==> src/rtl/synth_cfg_pkg.sv <==
package synth_cfg_pkg;

    localparam int REF_W  = 14;
    localparam int SWAL_W = 7;
    localparam int PROG_W = 11;
    localparam int MODE_W = 4;
    localparam int WORD_W = 1 + REF_W + MODE_W;

    // Packed so that word[WORD_W-1:1] maps directly onto the fields
    typedef struct packed {
        logic             pump;
        logic             mon;
        logic             pol;
        logic             modsel;
        logic [REF_W-1:0] div;
    } ref_cfg_t;

    typedef struct packed {
        logic [PROG_W-1:0] prog;
        logic [SWAL_W-1:0] swal;
    } fb_cfg_t;

endpackage

==> src/rtl/synth_cfg_sync.sv <==
module synth_cfg_sync #(
    parameter int W      = 3,
    parameter int STAGES = 2
) (
    input  logic         clk,
    input  logic         rst_n,
    input  logic [W-1:0] din,
    output logic [W-1:0] dout
);

    logic [W-1:0] stage_q [STAGES];

    for (genvar g = 0; g < STAGES; g++) begin : g_stage
        logic [W-1:0] stage_d;
        if (g == 0) begin : g_first
            assign stage_d = din;
        end else begin : g_next
            assign stage_d = stage_q[g-1];
        end
        always_ff @(posedge clk or negedge rst_n) begin
            if (!rst_n) stage_q[g] <= '0;
            else        stage_q[g] <= stage_d;
        end
    end

    assign dout = stage_q[STAGES-1];

endmodule

==> src/rtl/synth_cfg_shift.sv <==
module synth_cfg_shift
    import synth_cfg_pkg::*;
(
    input  logic              clk,
    input  logic              rst_n,
    input  logic              s_clk,
    input  logic              s_data,
    input  logic              s_load,
    output logic [WORD_W-1:0] word,
    output logic              load_pulse
);

    typedef struct packed {
        logic              clk_p;
        logic              load_p;
        logic [WORD_W-1:0] word;
        logic              pulse;
    } shift_st_t;

    shift_st_t st_d, st_q;
    logic      clk_rise;

    always_comb begin
        st_d        = st_q;
        clk_rise    = s_clk & ~st_q.clk_p;
        st_d.clk_p  = s_clk;
        st_d.load_p = s_load;
        st_d.pulse  = s_load & ~st_q.load_p;
        if (clk_rise) begin
            st_d.word = {st_q.word[WORD_W-2:0], s_data};
        end
    end

    always_ff @(posedge clk or negedge rst_n) begin
        if (!rst_n) st_q <= '0;
        else        st_q <= st_d;
    end

    assign word       = st_q.word;
    assign load_pulse = st_q.pulse;

    // each load strobe edge yields a single-cycle transfer request
    assert_single_pulse_R5: assert property (@(posedge clk) disable iff (!rst_n)
        load_pulse |=> !load_pulse);

    // the word moves only on a serial clock rise
    assert_shift_on_edge_R2: assert property (@(posedge clk) disable iff (!rst_n)
        !clk_rise |=> $stable(word));

    // input rule - the strobe stays low while bits are shifting
    assert_load_quiet_R2: assert property (@(posedge clk) disable iff (!rst_n)
        clk_rise |-> !s_load);

endmodule

==> src/rtl/synth_cfg_latch.sv <==
module synth_cfg_latch
    import synth_cfg_pkg::*;
#(
    parameter int MIN_RATIO = 3
) (
    input  logic              clk,
    input  logic              rst_n,
    input  logic [WORD_W-1:0] word,
    input  logic              load_pulse,
    output ref_cfg_t          ref_cfg,
    output fb_cfg_t           fb_cfg,
    output logic              err
);

    localparam logic [REF_W-1:0]  REF_MIN  = REF_W'(MIN_RATIO);
    localparam logic [PROG_W-1:0] PROG_MIN = PROG_W'(MIN_RATIO);

    typedef struct packed {
        ref_cfg_t ref_cfg;
        fb_cfg_t  fb_cfg;
        logic     err;
    } latch_st_t;

    latch_st_t st_d, st_q;
    ref_cfg_t  ref_new;
    fb_cfg_t   fb_new;
    logic      steer;

    always_comb begin
        st_d    = st_q;
        steer   = word[0];
        ref_new = ref_cfg_t'(word[WORD_W-1:1]);
        fb_new  = fb_cfg_t'(word[WORD_W-1:1]);
        if (load_pulse) begin
            if (steer) begin
                st_d.ref_cfg = ref_new;
                if (ref_new.div < REF_MIN) st_d.err = 1'b1;
            end else begin
                st_d.fb_cfg = fb_new;
                if (fb_new.prog < PROG_MIN) st_d.err = 1'b1;
                if (PROG_W'(fb_new.swal) >= fb_new.prog) st_d.err = 1'b1;
            end
        end
    end

    always_ff @(posedge clk or negedge rst_n) begin
        if (!rst_n) st_q <= '0;
        else        st_q <= st_d;
    end

    assign ref_cfg = st_q.ref_cfg;
    assign fb_cfg  = st_q.fb_cfg;
    assign err     = st_q.err;

    // the error flag never falls outside reset
    assert_err_sticky_R8: assert property (@(posedge clk) disable iff (!rst_n)
        err |=> err);

    // no transfer request, no change in either group
    assert_hold_R5: assert property (@(posedge clk) disable iff (!rst_n)
        !load_pulse |=> ($stable(ref_cfg) && $stable(fb_cfg)));

    // one transfer touches at most one group
    assert_one_group_R3: assert property (@(posedge clk) disable iff (!rst_n)
        load_pulse |=> ($stable(ref_cfg) || $stable(fb_cfg)));

endmodule

==> src/rtl/synth_cfg_port.sv <==
module synth_cfg_port
    import synth_cfg_pkg::*;
#(
    parameter int SYNC_STAGES = 2,
    parameter int MIN_RATIO   = 3
) (
    input  logic              clk,
    input  logic              rst_n,
    input  logic              ser_clk,
    input  logic              ser_data,
    input  logic              ser_load,
    output logic [REF_W-1:0]  ref_div,
    output logic              mod_sel,
    output logic              pol_sel,
    output logic              mon_sel,
    output logic              pump_sel,
    output logic [SWAL_W-1:0] swal_cnt,
    output logic [PROG_W-1:0] prog_cnt,
    output logic              cfg_err
);

    logic [2:0]        sync_out;
    logic [WORD_W-1:0] word;
    logic              load_pulse;
    ref_cfg_t          ref_cfg;
    fb_cfg_t           fb_cfg;

    synth_cfg_sync #(.W(3), .STAGES(SYNC_STAGES)) u_sync (
        .clk   (clk),
        .rst_n (rst_n),
        .din   ({ser_load, ser_data, ser_clk}),
        .dout  (sync_out)
    );

    synth_cfg_shift u_shift (
        .clk        (clk),
        .rst_n      (rst_n),
        .s_clk      (sync_out[0]),
        .s_data     (sync_out[1]),
        .s_load     (sync_out[2]),
        .word       (word),
        .load_pulse (load_pulse)
    );

    synth_cfg_latch #(.MIN_RATIO(MIN_RATIO)) u_latch (
        .clk        (clk),
        .rst_n      (rst_n),
        .word       (word),
        .load_pulse (load_pulse),
        .ref_cfg    (ref_cfg),
        .fb_cfg     (fb_cfg),
        .err        (cfg_err)
    );

    assign ref_div  = ref_cfg.div;
    assign mod_sel  = ref_cfg.modsel;
    assign pol_sel  = ref_cfg.pol;
    assign mon_sel  = ref_cfg.mon;
    assign pump_sel = ref_cfg.pump;
    assign swal_cnt = fb_cfg.swal;
    assign prog_cnt = fb_cfg.prog;

endmodule

==> config.mk <==
export PLATFORM = sky130hd
export DESIGN_NAME = synth_cfg_port
export DESIGN_NICKNAME = d
export VERILOG_FILES = /design/src/rtl/synth_cfg_pkg.sv /design/src/rtl/synth_cfg_sync.sv /design/src/rtl/synth_cfg_shift.sv /design/src/rtl/synth_cfg_latch.sv /design/src/rtl/synth_cfg_port.sv
export SDC_FILE = /design/constraint.sdc
export NUM_CORES = 1
export LEC_CHECK = 0
export ABC_AREA = 1
export BUFFER_PORTS_ARGS = -buffer_cell sky130_fd_sc_hd__buf_2
export CORE_AREA = 5 5 83 77
export DETAILED_ROUTE_END_ITERATION = 7
export DIE_AREA = 0 0 88 82
export PLACE_DENSITY = 0.82
export SLEW_MARGIN = 0
export SYNTH_ARGS = -nofsm -noshare
export SYNTH_HDL_FRONTEND = slang
export SYNTH_SLANG_ARGS = --single-unit
==> constraint.sdc <==
create_clock -name clk -period 4.6 [get_ports clk]
set_clock_uncertainty 0.15 [all_clocks]
set_input_delay 0.23 -clock clk [delete_from_list [all_inputs] [get_ports clk]]
set_output_delay 0.23 -clock clk [all_outputs]
set_load 0.01 [all_outputs]
==> impl_metrics.toml <==
[status]
outcome = "finished clean"

[synth]
synth_top_family_by_area = "simple AND/OR/NAND/NOR gates"
synth_mux_area_frac = 0
yosysWarnings = 0
synth_xor_area_frac = 0
ys_top_cells_by_area = "dfrtp_1, nand2_1, o21ai_0"
synth_cells = 264
synth_nets = 276
synth_fa_ha_area_frac = 0.0333
synth.distinct_cells = 20
synth.largest_area_cell = "dfrtp_1"
synth_seq_cells = 65
synth-compound-area-share = 0.133
synthSimpleGateAreaFrac = 0.147
syn-mean-instance-area_um2 = 9.98
synth_area_mm2 = 0.00263
seq_area_frac_synth = 0.618
yosysTopAreaCellShare = 0.618

[worst_setup_path]
critPathArrivalTime_ns = 1.80
r2r_slack_ns = 2.89
setup.worst_path.class = "reg -> reg"
critPathLaunchType = "register"
crit_fanout = 38
r2r-end = "u_shift.word[10]"
r2r_start = "u_shift.st_q[21]"
cp.required_ns = 4.69
r2r_cells = 3
cp-end-kind = "register"

[place]
dp_hpwl_um = 3650
routabilityCongestion = 0.892
io_buffer_count = 41

[clock_tree]
path_clk_slew_ns = 0.08
cts-htree-levels = 3
clockBufferDepth = 2
clkLatencyLatePin_ns = 0.35
cts_tree = "done"
cts_sinks = 65
cts_root_buf = "clkbuf_8"
cts_made_buffers = 9

[grt]
busiest_layer = "met2"
gr-usage-met2 = 0.266
grt_antenna_before_repair = 0
grt_pass1_vias = 1846
grt_pass1_wl_um = 9380
grt_util_met1 = 0.227
grt_max_degree = 66
grt_usage = 0.178
grt-ovfl-total = 0
grt_util_met3 = 0.0652

[drt]
drtIter0Drc = 181
ant_nets = 0
via_per_inst = 4.99
drc = 0
first_pass_iters = 4
drt-total-wl_um = 5500
vias = 1928
wl_per_cell_um = 14.2

[layout]
antenna_cells = 0
drive_gt1_frac = 0.234
syn2layout_area_growth_pct = 18.3
fill_cells = 465
fin_nets = 323

[min_path]
min_from = "u_sync.g_stage[1].stage_d[2]"
hold_path_end = "u_sync.dout[2]"
hold_depth = 0
hold_class = "reg -> reg"

[power_and_ir_drop]
p_per_area_mw_per_mm2 = 529
ir_drop_uv = 287
p_leak_uw = 0.00161
power.total_uw = 1650

[sta]
fin_crit_sh = 0.371
setup_viol = 0
holdWs_ns = 0.201
setup_tns_ns = 0
worst_slew_pin_slew_ns = 1.04
hold_viol = 0
max_freq_mhz = 585
drv_slew = 0
period_needed_ns = 1.71
slew_headroom = 0.305
rsz0062_at_grt = "no"

[die]
die_w_um = 88
rows = 26
die_h_um = 82
initial_core_util = 0.479
die-area_mm2 = 0.00722
core_area_mm2 = 0.00550
ios = 42

[flow_run]
max-cap-violations = 0
[timing repair]
| action | 4_1_cts | 5_1_grt |
|---|---|---|
| hold buffers | 4 | 0 |
| endpoints found under the hold margin | 68 | 0 |
| resized for setup | 0 | 0 |
| setup buffers | 0 | 0 |
[area by class of cell]
class                           instances  area (um2)  share of cell area
Clock buffer                           10         138              0.0442
Sequential cell                        65        1630               0.522
Multi-Input combinational cell        163         825               0.265
Tap cell                               70        87.6              0.0281
Timing Repair Buffer                   46         253              0.0811
Inverter                               26        97.6              0.0313
Clock inverter                          6        88.8              0.0285
[kinds of logic (layout without fill, tap and decap cells)]
group	count (synthesis)	in the layout
flops	65	65
simple gates	97	97
compound gates	59	59
buf+inv	36	88
fa+ha+maj	7	7
[registers in the layout, summed over array words and instances, names as in the netlist]
| signal | cells |
|---|---|
| u_shift.load_pulse | 1 |
| u_sync.dout | 3 |
| u_latch.ref_cfg | 18 |
| u_shift.word | 19 |
| u_sync.g_stage.stage_d | 3 |
| u_latch.err | 1 |
| u_shift.st_q | 2 |
| u_latch.fb_cfg | 18 |
[layer usage]
metal  vias up  part of all wire  routed length, um
met5         -                 0                  0
met4         0             0.017                 92
met3        13             0.082                448
met2        60              0.46               2550
met1       916              0.44               2400
li1        939                 -                  -
[synth_stat cells (all sizes together)]
| cell | n |
|---|---|
| a21oi | 4 |
| o211ai | 1 |
| buf | 8 |
| nand4 | 2 |
| nand3b | 1 |
| nand2 | 79 |
| o21ai | 54 |
| inv | 26 |
| dfrtp | 65 |
| nor2 | 12 |
| ha | 7 |
| clkbuf | 2 |
| nand3 | 3 |
[through the flow]
stage           util  instances  worst slack (ns)  cell area [um2]
2_1_floorplan      -        264              3.10             2630
3_3_place_gp   0.518        366              2.97             2850
3_5_place_dp   0.518        366              2.93             2850
4_1_cts        0.567        386              2.89             3120
5_1_grt        0.567        386              2.67             3120
6_report       0.567        386              2.89             3120
[worst max path at each step]
stage | start | end | slack, ns | cells after the start
2_1_floorplan | u_shift.word[10] | u_latch.err | 3.10 | 10
3_3_place_gp | u_shift.word[10] | u_latch.err | 2.97 | 10
3_5_place_dp | u_shift.st_q[21] | u_shift.word[15] | 2.93 | 3
4_1_cts | u_shift.word[10] | u_latch.err | 2.89 | 10
5_1_grt | u_shift.st_q[21] | u_shift.word[10] | 2.67 | 3
6_report | u_shift.st_q[21] | u_shift.word[10] | 2.89 | 3
[where the power goes]
part           internal [uW]  switching, uW
sequential               662           58.7
clock                    320            228
combinational            142            238
total                   1120            525
[cells in the final DEF, fill, tap and decap left out]
cell type	n
nand2_1	77
dlygate4sd3_1	4
nand2_2	1
buf_4	1
ha_1	7
dfrtp_1	65
nand3b_1	1
o21ai_2	14
o211ai_1	1
a21oi_1	4
clkinvlp_4	2
inv_6	1
nand2_4	1
bufinv_16	2
buf_2	41
nand4_1	2
nand3_1	3
clkbuf_8	10
nor2_1	12
clkinv_2	1
o21ai_1	7
inv_1	26
o21ai_0	33
[critical path: stages, from the launching register on]
cell     delay [ns]
dfrtp_1        0.36
inv_1          0.05
nand2_1        0.58
o21ai_0        0.46
Power figures use the tool's default switching activity.
